[config.mk]
export PLATFORM = sky130hd
export DESIGN_NAME = rc_resolver
export DESIGN_NICKNAME = d
export VERILOG_FILES = /design/src/rtl/rc_pkg.sv /design/src/rtl/rc_datapath.sv /design/src/rtl/rc_ctrl.sv /design/src/rtl/rc_resolver.sv
export SDC_FILE = /design/constraint.sdc
export NUM_CORES = 1
export LEC_CHECK = 0
export BUFFER_PORTS_ARGS = -buffer_cell sky130_fd_sc_hd__buf_4
export CAP_MARGIN = 40
export CORE_UTILIZATION = 58
export CTS_CLUSTER_DIAMETER = 60
export DETAILED_ROUTE_END_ITERATION = 12
export PLACE_DENSITY = 0.84
export REMOVE_ABC_BUFFERS = 1
export SETUP_SLACK_MARGIN = 0.15
export SYNTH_ARGS = -nofsm -noshare
export SYNTH_HDL_FRONTEND = slang
export SYNTH_SLANG_ARGS = --single-unit
export TNS_END_PERCENT = 30
[constraint.sdc]
create_clock -name clk -period 2 [get_ports clk]
set_input_delay 0.2 -clock clk [delete_from_list [all_inputs] [get_ports clk]]
set_output_delay 0.2 -clock clk [all_outputs]
set_load 0.005 [all_outputs]
[src/rtl/rc_pkg.sv]
package rc_pkg;

  typedef enum logic [3:0] {
    ST_CONTEND      = 4'd0,
    ST_CONTEND_IDLE = 4'd1,
    ST_FAST_REQ     = 4'd2,
    ST_SLOW_REQ     = 4'd3,
    ST_FAST_IDLE    = 4'd4,
    ST_SLOW_IDLE    = 4'd5,
    ST_REQ_SENT     = 4'd6,
    ST_NEAR_ROOT    = 4'd7,
    ST_NEAR_CHILD   = 4'd8,
    ST_DORMANT      = 4'd15
  } rcState_e;

  // control -> datapath strobes
  typedef struct packed {
    logic tmrClear;
    logic tmrRun;
  } rcCmd_t;

  // datapath -> control status
  typedef struct packed {
    logic fastDue;
    logic slowDue;
    logic pickFast;
  } rcStat_t;

endpackage

[src/rtl/rc_datapath.sv]
module rc_datapath
  import rc_pkg::*;
#(
  parameter int          FAST_MIN    = 76,
  parameter int          SLOW_MIN    = 159,
  parameter int          TMR_LIMIT   = 168,
  parameter int          FAST_WEIGHT = 128,
  parameter logic [15:0] LFSR_SEED   = 16'hACE1,
  localparam int         TW          = $clog2(TMR_LIMIT + 1)
) (
  input  logic          clk,
  input  logic          rstN,
  input  rcCmd_t        cmd,
  output rcStat_t       stat,
  output logic [TW-1:0] timer
);

  logic [15:0] lfsr;
  logic        feedback;
  logic        coin;

  // backoff timer: cleared on idle send, counts while waiting, saturates
  always_ff @(posedge clk or negedge rstN) begin
    if (!rstN) begin
      timer <= '0;
    end else if (cmd.tmrClear) begin
      timer <= '0;
    end else if (cmd.tmrRun && (timer < TW'(TMR_LIMIT))) begin
      timer <= timer + 1'b1;
    end
  end

  // free-running maximal-length LFSR, taps 16,15,13,4
  assign feedback = lfsr[15] ^ lfsr[14] ^ lfsr[12] ^ lfsr[3];

  always_ff @(posedge clk or negedge rstN) begin
    if (!rstN) begin
      lfsr <= LFSR_SEED;
    end else begin
      lfsr <= {lfsr[14:0], feedback};
    end
  end

  // weighted coin: fast when low byte falls below the weight (out of 256)
  generate
    if (FAST_WEIGHT >= 256) begin : g_always_fast
      assign coin = 1'b1;
    end else if (FAST_WEIGHT <= 0) begin : g_always_slow
      assign coin = 1'b0;
    end else begin : g_weighted
      assign coin = (lfsr[7:0] < 8'(FAST_WEIGHT));
    end
  endgenerate

  assign stat.fastDue  = (timer == TW'(FAST_MIN));
  assign stat.slowDue  = (timer == TW'(SLOW_MIN));
  assign stat.pickFast = coin;

endmodule

[src/rtl/rc_ctrl.sv]
module rc_ctrl
  import rc_pkg::*;
(
  input  logic     clk,
  input  logic     rstN,
  input  logic     start,
  input  logic     rxReq,
  input  logic     rxAck,
  input  logic     rxIdle,
  input  rcStat_t  stat,
  output rcCmd_t   cmd,
  output rcState_e state,
  output logic     txReq,
  output logic     txAck,
  output logic     txIdle
);

  rcState_e nextState;
  logic     waitFast;
  logic     peerAsks;
  logic     due;

  always_ff @(posedge clk or negedge rstN) begin
    if (!rstN) begin
      state <= ST_DORMANT;
    end else begin
      state <= nextState;
    end
  end

  // which window and which peer view the current wait state holds,
  // with the view updated by a strobe arriving in this cycle
  always_comb begin
    waitFast = (state == ST_FAST_REQ) || (state == ST_FAST_IDLE);
    peerAsks = (state == ST_FAST_REQ) || (state == ST_SLOW_REQ);
    if (rxReq) begin
      peerAsks = 1'b1;
    end else if (rxIdle) begin
      peerAsks = 1'b0;
    end
    due = waitFast ? stat.fastDue : stat.slowDue;
  end

  always_comb begin
    nextState    = state;
    cmd          = '0;
    txReq        = 1'b0;
    txAck        = 1'b0;
    txIdle       = 1'b0;
    if (start) begin
      nextState    = ST_CONTEND;
      cmd.tmrClear = 1'b1;
    end else begin
      unique case (state)
        ST_CONTEND: begin
          if (rxIdle) begin
            nextState = ST_CONTEND_IDLE;
          end else begin
            txIdle       = 1'b1;
            cmd.tmrClear = 1'b1;
            nextState    = stat.pickFast ? ST_FAST_REQ : ST_SLOW_REQ;
          end
        end
        ST_CONTEND_IDLE: begin
          if (rxReq) begin
            nextState = ST_CONTEND;
          end else begin
            txIdle       = 1'b1;
            cmd.tmrClear = 1'b1;
            nextState    = stat.pickFast ? ST_FAST_IDLE : ST_SLOW_IDLE;
          end
        end
        ST_FAST_REQ, ST_SLOW_REQ, ST_FAST_IDLE, ST_SLOW_IDLE: begin
          if (due) begin
            if (peerAsks) begin
              txAck     = 1'b1;
              nextState = ST_NEAR_ROOT;
            end else begin
              txReq     = 1'b1;
              nextState = ST_REQ_SENT;
            end
          end else begin
            cmd.tmrRun = 1'b1;
            if (waitFast) begin
              nextState = peerAsks ? ST_FAST_REQ : ST_FAST_IDLE;
            end else begin
              nextState = peerAsks ? ST_SLOW_REQ : ST_SLOW_IDLE;
            end
          end
        end
        ST_REQ_SENT: begin
          if (rxReq) begin
            nextState = ST_CONTEND;
          end else if (rxAck) begin
            nextState = ST_NEAR_CHILD;
          end
        end
        default: nextState = state;
      endcase
    end
  end

endmodule

[src/rtl/rc_resolver.sv]
module rc_resolver
  import rc_pkg::*;
#(
  parameter int          FAST_MIN    = 76,
  parameter int          FAST_MAX    = 85,
  parameter int          SLOW_MIN    = 159,
  parameter int          SLOW_MAX    = 167,
  parameter int          TMR_LIMIT   = 168,
  parameter int          FAST_WEIGHT = 128,
  parameter logic [15:0] LFSR_SEED   = 16'hACE1
) (
  input  logic clk,
  input  logic rstN,
  input  logic start,
  input  logic rxReq,
  input  logic rxAck,
  input  logic rxIdle,
  output logic txReq,
  output logic txAck,
  output logic txIdle,
  output logic isRoot,
  output logic isChild
);

  localparam int TW = $clog2(TMR_LIMIT + 1);

  rcCmd_t        cmd;
  rcStat_t       stat;
  rcState_e      state;
  logic [TW-1:0] timer;

  rc_ctrl u_ctrl (
    .clk    (clk),
    .rstN   (rstN),
    .start  (start),
    .rxReq  (rxReq),
    .rxAck  (rxAck),
    .rxIdle (rxIdle),
    .stat   (stat),
    .cmd    (cmd),
    .state  (state),
    .txReq  (txReq),
    .txAck  (txAck),
    .txIdle (txIdle)
  );

  rc_datapath #(
    .FAST_MIN    (FAST_MIN),
    .SLOW_MIN    (SLOW_MIN),
    .TMR_LIMIT   (TMR_LIMIT),
    .FAST_WEIGHT (FAST_WEIGHT),
    .LFSR_SEED   (LFSR_SEED)
  ) u_dp (
    .clk   (clk),
    .rstN  (rstN),
    .cmd   (cmd),
    .stat  (stat),
    .timer (timer)
  );

  assign isRoot  = (state == ST_NEAR_ROOT);
  assign isChild = (state == ST_NEAR_CHILD);

endmodule

==> out/results.md, run 1 <==
| Stage | Item | Reported |
| --- | --- | --- |
| outcome | Status | finished, violations left |
| outcome | Violations in the final reports | negative setup slack |
| synthesis | Distinct cells, synth | 47 |
| sta | Largest clock skew in the final design | 0.00394 ns |
| floorplan | Boundary pin count | 11 |
| final layout | Most common cell after layout, fill and taps aside | sky130_fd_sc_hd__buf_4 |
| sta | RSZ-0062 raised after global routing | true |
| sta | Rel. slew slack | 62.1% |
| global route | Via count of the first global-routing pass | 1199 |
| power and ir drop | Switching power as a share of total power | 31.4% |
| floorplan | Core box area | 2250 sq um |
| synthesis | Number of synthesized register bits | 28 |
| power and ir drop | Total internal power | 0.000869 W |
| power and ir drop | Logic pwr share | 32.6% |
| final layout | Area Overhead vs Synth | 16.7% |
| synthesis | Netlist area before placement | 1410 sq um |
| power and ir drop | Leak | 0.697 nW |
| clock tree | Number of clock sinks seen by CTS | 28 |
| power and ir drop | Sequential share of power | 49.6% |
| detailed routing | Count of antenna-violating nets left after detailed routing | 0 |
| synthesis | Synthesized area per cell | 9.86 sq um |
| floorplan | Die area | 2630 sq um |
| global route | Total track usage | 28.8% |
| synthesis | Async SR Flop Fraction | 100% |
| final layout | Leading cell types in the layout, fill and taps excluded | sky130_fd_sc_hd__buf_4 (20), sky130_fd_sc_hd__dfrtp_1 (16), sky130_fd_sc_hd__nor2_1 (14) |
| place | Placer's final routability congestion estimate | 0.867 |
| synthesis | Gate count after technology mapping | 143 |
| flow run | Number of maximum-capacitance violations | 0 |
| setup path | CP Class | reg2out |
| floorplan | Row count | 17 |
| sta | Shortest clock period the worst path allows after layout | 2.10 ns |
| final layout | Antenna cell count | 0 |
| clock tree | Cell at the root of the clock tree | sky130_fd_sc_hd__clkbuf_4 |
| sta | Period Utilization, post-route | 105% |
| sta | Final number of hold-violating endpoints | 0 |
| place | Total of buffers placed on input and output ports | 10 |
| sta | Minimum setup slack in the final design | -0.104 ns |
| power and ir drop | Total power divided by cell area | 769 nW/um^2 |
| synthesis | Number of synthesis warnings | 0 |
| sta | Final setup fails | 2 |
| setup path | Arrival time of the worst setup path | 1.90 ns |
| setup path | Worst endpoint required time | 1.80 ns |
| setup path | Startpoint Class | flip-flop |
| clock tree | Clock Path Buffers | 2 |
| clock tree | Clock latency at the later pin of the worst-skew pair | 0.31 ns |
| floorplan | Initial core utilization | 62.5% |
| setup path | Worst Path Max Fanout | 4 |
| clock tree | Maximum level of the CTS H-tree | 1 |
| clock tree | Clock Pin Slew Worst Setup and Hold Paths | 0.13 ns |
| sta | Final Max Slew Viols | 0 |
| sta | Hold slack | 0.0631 ns |
| synthesis | Register area share after synthesis | 50.8% |
| detailed routing | DRC violation count after routing | 0 |
| synthesis | Top flip-flop cell by instance count after synthesis | sky130_fd_sc_hd__dfrtp_1 |
| detailed routing | Vias per Instance | 6.25 |
| power and ir drop | Reported net switching power | 0.000397 W |
| detailed routing | Drt total wl | 3.39 mm |
| power and ir drop | Max VDD drop | 0.534 mV |
| final layout | Fin cells | 191 |
| power and ir drop | Clock power share | 17.9% |
| global route | GRT overflow | 0 |
| final layout | Fraction of final layout cells sized beyond drive strength 1 | 29.4% |
| global route | Largest net degree at the start of global routing | 29 |
| global route | Antenna violations before repair | 0 |
| sta | Final total negative setup slack | -0.182 ns |
| sta | Maximum clock frequency | 475 MHz |
| clock tree | Clock tree from TritonCTS | yes |
| worst hold path | Kind of path behind the tightest hold check | in2reg |
| floorplan | Die outline width | 51.3 microns |
| sta | Transition time at the pin with the least slew margin | 0.561 ns |
| place | Number of placed cells counting well taps | 179 |
| final layout | Number of nets in the layout | 171 |
| floorplan | Chip height | 51.3 microns |
| detailed routing | Average detailed-routed wire length per instance | 17.8 microns |
| synthesis | Number of enable flip-flop cells after synthesis | 0 |
| clock tree | Clock buffer count from CTS | 3 |
| detailed routing | Starting DRC count in detailed routing | 42 |
| detailed routing | Number of detailed-routing iterations run before antenna repair | 4 |
| place | HPWL after DPL | 2.25 mm |
| detailed routing | Routed via count | 1194 |
| global route | First-pass GRT wire length | 5.54 mm |
| setup path | Crit end category | output port |
[metrics by stage]
stage | power, W | setup slack (ns) | cell area [sq um] | util (%)
final | 0.00127 | -0.104 | 1650 | 73.0
after global routing | 0.00134 | -0.224 | 1650 | 73.0
after CTS | 0.00125 | -0.0703 | 1620 | 71.6
after detailed placement | 0.000978 | 0.107 | 1520 | 67.3
after global placement | 0.000964 | 0.210 | 1520 | 67.3
after floorplan | 0.000868 | 0.233 | 1380 | -
[worst max-delay path: stages, from the launching register on]
cell and delay [ns]:
sky130_fd_sc_hd__dfstp_2 0.62, sky130_fd_sc_hd__xnor2_2 0.11, sky130_fd_sc_hd__nor3_2 0.20, sky130_fd_sc_hd__mux2_1 0.17, sky130_fd_sc_hd__nand3_2 0.09, sky130_fd_sc_hd__nor4_2 0.25, sky130_fd_sc_hd__buf_4 0.16
[final timing paths]
check,startpoint,end,slack [ns],depth (start not counted)
min reg2reg,u_dp.lfsr[10],u_dp.lfsr[11],0.37,0
max reg2reg,u_ctrl.state[1],u_ctrl.state[0],0.12,6
min,start,u_ctrl.state[3],0.06,2
min in group asynchronous,rstN,u_dp.lfsr[12],0.33,2
max,u_ctrl.state[1],txReq,-0.10,6
max in group asynchronous,rstN,u_ctrl.state[1],1.37,2
[registers in the layout (all words and copies together), names as in the netlist]
register	flops
u_dp.timer	8
u_dp.lfsr	16
u_ctrl.state	4
[what timing repair did]
| item | 4_1_cts | 5_1_grt |
|---|---|---|
| endpoints found under the setup margin | 4 | 13 |
| hold buffers | 1 | 0 |
| hold endpoints to repair | 16 | 0 |
| buffers inserted | 7 | 0 |
| gates resized for setup | 3 | 5 |
| pin swaps | 2 | 1 |
[power by group through the flow]
stage,clock network [W],registers [W],logic (W)
finish,0.000226,0.000627,0.000412
global route,0.000259,0.000631,0.000449
CTS,0.000238,0.000623,0.000393
detailed placement,0,0.000649,0.000329
global placement,0,0.000647,0.000317
floorplan,0,0.000649,0.000218
[synthesized netlist by cell type, types with 3 or more instances]
master,count,area [sq um]
sky130_fd_sc_hd__nor2_1,14,52.6
sky130_fd_sc_hd__nor2b_1,3,18.8
sky130_fd_sc_hd__and2_1,3,18.8
sky130_fd_sc_hd__nand3_1,6,30.0
sky130_fd_sc_hd__dfstp_2,12,315
sky130_fd_sc_hd__nand2_1,9,33.8
sky130_fd_sc_hd__o21ai_0,5,25.0
sky130_fd_sc_hd__a21oi_1,7,35.0
sky130_fd_sc_hd__a31oi_1,3,18.8
sky130_fd_sc_hd__inv_1,3,11.3
sky130_fd_sc_hd__o21ai_1,4,20.0
sky130_fd_sc_hd__nor3_1,12,60.1
sky130_fd_sc_hd__xnor2_1,3,26.3
sky130_fd_sc_hd__buf_2,3,15.0
sky130_fd_sc_hd__nand2b_1,3,18.8
sky130_fd_sc_hd__or3_1,3,18.8
sky130_fd_sc_hd__dfrtp_1,16,400
[layer usage]
layer,up-vias,part of all wire (%),GRT usage [%]
met5,-,0,0
met3,8,5.4,5.36
met2,48,52,48.9
li1,559,-,-
met4,0,1.7,7.21
met1,579,41,38.0
[cell families (layout without fill, tap and decap cells)]
family,Yosys count,after routing,share of synthesized area [%]
adders and majority gates,1,1,0.887
buffers and inverters,8,28,2.66
DFF,28,28,50.8
AOI/OAI and AO/OA,33,33,16.3
xor gates and xnor gates,5,5,3.11
muxes,2,2,1.51
and+or+nand+nor,66,66,24.8
[area by class of cell]
type / instances / area, sq um
Fill cell: 158 / 609
Multi-Input combinational cell: 107 / 697
Tap cell: 28 / 35.0
Clock buffer: 4 / 26.3
Sequential cell: 28 / 716
Timing Repair Buffer: 21 / 160
Inverter: 3 / 11.3
(Power assumes the default switching activity.)
==> run 2: changes to the inputs <==
CTS_BUF_LIST = sky130_fd_sc_hd__clkbuf_16   (was not set)
==> out/results.md, run 2 (synthesis gave the netlist of run 1 again) <==
| Stage | Item | Reported |
| --- | --- | --- |
| outcome | Status | finished, violations left |
| outcome | Violations in the final reports | negative setup slack |
| power and ir drop | Max VDD drop | 0.634 mV |
| global route | Antenna violations before repair | 0 |
| final layout | Number of nets in the layout | 172 |
| clock tree | Number of clock sinks seen by CTS | 28 |
| setup path | Worst stage delay on the critical path | 0.59 ns |
| sta | RSZ-0062 raised after global routing | true |
| sta | Transition time at the pin with the least slew margin | 0.573 ns |
| global route | Via count of the first global-routing pass | 1171 |
| final layout | Largest registers | u_dp.lfsr x16, u_dp.timer x8, u_ctrl.state x4 |
| power and ir drop | Logic pwr share | 28.0% |
| detailed routing | Average detailed-routed wire length per instance | 18.0 microns |
| clock tree | Clock tree from TritonCTS | yes |
| place | Total of buffers placed on input and output ports | 10 |
| setup path | Crit end category | output port |
| place | Cell area after placement | 1520 sq um |
| clock tree | Clock Path Buffers | 2 |
| final layout | Most common cell after layout, fill and taps aside | sky130_fd_sc_hd__buf_4 |
| detailed routing | Number of detailed-routing iterations run before antenna repair | 4 |
| final layout | Leading cell types in the layout, fill and taps excluded | sky130_fd_sc_hd__buf_4 (21), sky130_fd_sc_hd__dfrtp_1 (16), sky130_fd_sc_hd__nor2_1 (14) |
| setup path | WP buf/inv | 2 |
| clock tree | Maximum level of the CTS H-tree | 1 |
| global route | First-pass GRT wire length | 5.58 mm |
| power and ir drop | Sequential share of power | 42.4% |
| global route | GRT overflow | 0 |
| final layout | Sequential cell area | 716 sq um |
| final layout | Area Overhead vs Synth | 20.9% |
| sta | Final number of hold-violating endpoints | 0 |
| worst hold path | Kind of path behind the tightest hold check | in2reg |
| power and ir drop | Clock power share | 29.6% |
| setup path | CP Class | reg2out |
| sta | Final total negative setup slack | -0.000596 ns |
| final layout | Fill count | 145 |
| clock tree | Clock latency at the later pin of the worst-skew pair | 0.26 ns |
| final layout | Total area of multi-input combinational cells | 697 sq um |
| detailed routing | Routed via count | 1218 |
| setup path | Top delay family on crit path | flip-flops |
| floorplan | Die area | 2630 sq um |
| setup path | Cell mode on critical path | sky130_fd_sc_hd__buf_4 |
| setup path | Slowest cell on the critical path | sky130_fd_sc_hd__dfstp_2 |
| floorplan | Boundary pin count | 11 |
| global route | Total track usage | 29.2% |
| setup path | R2R Setup Slk | 0.12 ns |
| sta | Final setup fails | 1 |
| sta | Period Utilization, post-route | 100% |
| floorplan | Core box area | 2250 sq um |
| final layout | Flip-flop count of the largest register, all copies and words added | 16 |
| clock tree | Clock buffer count from CTS | 3 |
| sta | Minimum setup slack in the final design | -0.000596 ns |
| power and ir drop | Leak | 0.730 nW |
| final layout | Fin cells | 192 |
| global route | Largest net degree at the start of global routing | 29 |
| setup path | Worst path cell trace | nor2b_1, buf_4, o21ai_0, nor4_2, buf_4 |
| sta | Shortest clock period the worst path allows after layout | 2.00 ns |
| sta | Largest clock skew in the final design | 0.00505 ns |
| detailed routing | Vias per Instance | 6.34 |
| detailed routing | Count of antenna-violating nets left after detailed routing | 0 |
| final layout | Antenna cell count | 0 |
| setup path | Worst Path Max Fanout | 4 |
| final layout | Finished Cell Area | 1710 sq um |
| place | HPWL after DPL | 2.25 mm |
| power and ir drop | Total internal power | 0.00106 W |
| place | Placer's final routability congestion estimate | 0.867 |
| floorplan | Die outline width | 51.3 microns |
| detailed routing | Drt total wl | 3.46 mm |
| power and ir drop | Reported net switching power | 0.000425 W |
| floorplan | Initial core utilization | 62.5% |
| sta | Final Max Slew Viols | 0 |
| flow run | Number of maximum-capacitance violations | 0 |
| detailed routing | Starting DRC count in detailed routing | 56 |
| detailed routing | DRC violation count after routing | 0 |
| final layout | Largest register by flop count | u_dp.lfsr |
| setup path | Startpoint Class | flip-flop |
| floorplan | Chip height | 51.3 microns |
| sta | Maximum clock frequency | 500 MHz |
| place | Number of placed cells counting well taps | 179 |
| setup path | Worst endpoint required time | 1.80 ns |
| floorplan | Row count | 17 |
| power and ir drop | Total power divided by cell area | 870 nW/um^2 |
| final layout | Fraction of final layout cells sized beyond drive strength 1 | 29.9% |
| clock tree | Clock Pin Slew Worst Setup and Hold Paths | 0.06 ns |
| clock tree | Cell at the root of the clock tree | sky130_fd_sc_hd__clkbuf_16 |
| sta | Rel. slew slack | 61.3% |
| power and ir drop | Switching power as a share of total power | 28.7% |
| setup path | Arrival time of the worst setup path | 1.80 ns |
[run 2: cell types whose count changed in the layout (fill, tap and decap cells not counted)]
| cell | change |
|---|---|
| sky130_fd_sc_hd__clkbuf_16 | +3 |
| sky130_fd_sc_hd__buf_4 | +1 |
| sky130_fd_sc_hd__inv_1 | +1 |
| sky130_fd_sc_hd__clkbuf_1 | -1 |
| sky130_fd_sc_hd__clkbuf_4 | -3 |
[run 2: final timing paths]
check / startpoint / depth (start not counted) / endpoint
worst max register to register: u_ctrl.state[1] / 6 / u_ctrl.state[0]
worst min register to register: u_dp.lfsr[10] / 0 / u_dp.lfsr[11]
worst max-delay path: u_ctrl.state[1] / 5 / txReq
worst min-delay path: start / 2 / u_ctrl.state[2]
min in group asynchronous: rstN / 2 / u_dp.lfsr[12]
max in group asynchronous: rstN / 2 / u_dp.lfsr[7]
[run 2: final cells by class]
| cell class | count | share of cell area [%] |
|---|---|---|
| Clock buffer | 3 | 4.40 |
| Multi-Input combinational cell | 107 | 40.9 |
| Timing Repair Buffer | 22 | 9.83 |
| Inverter | 3 | 0.660 |
| Sequential cell | 28 | 42.0 |
| Tap cell | 28 | 2.05 |
| Clock inverter | 1 | 0.220 |
[run 2: metrics by stage]
| step | setup slack [ns] | hold slack [ns] | total power (W) | utilization (%) |
|---|---|---|---|---|
| after floorplan | 0.233 | -0.0956 | 0.000868 | - |
| after global placement | 0.210 | 0.122 | 0.000964 | 67.3 |
| after detailed placement | 0.107 | 0.126 | 0.000978 | 67.3 |
| after CTS | 0.0114 | 0.131 | 0.00145 | 72.9 |
| after global routing | -0.142 | 0.131 | 0.00155 | 75.6 |
| final | -0.000596 | 0.133 | 0.00148 | 75.6 |
[run 2: power by group through the flow]
stage	combinational [W]	clock (W)	sequential, W
6_report	0.000416	0.000440	0.000628
4_1_cts	0.000383	0.000447	0.000624
5_1_grt	0.000447	0.000473	0.000631
2_1_floorplan	0.000218	0	0.000649
3_3_place_gp	0.000317	0	0.000647
3_5_place_dp	0.000329	0	0.000649
[run 2: timing repair]
item	CTS	global route
setup buffers	5	3
cloned	0	0
endpoints found under the hold margin	16	0
pin swaps	0	3
resized for setup	0	8
endpoints found under the setup margin	4	11
hold buffers	1	0
[run 2: worst register-to-register path, delay by kind of cell (launching register included)]
family                 cells  cell delay, ns
buffers and inverters      1            0.14
DFF                        1            0.59
and+or+nand+nor            3            0.66
AOI/OAI and AO/OA          2            0.40
[run 2: per-layer routing]
| layer | part of all wire (%) | global-route usage (%) | wire [microns] | up-vias |
|---|---|---|---|---|
| li1 | - | - | - | 563 |
| met1 | 42 | 38.7 | 1470 | 605 |
| met2 | 51 | 48.9 | 1780 | 42 |
| met3 | 4.2 | 4.76 | 145 | 8 |
| met4 | 2.0 | 9.46 | 70 | 0 |
| met5 | 0 | 0 | 0 | - |
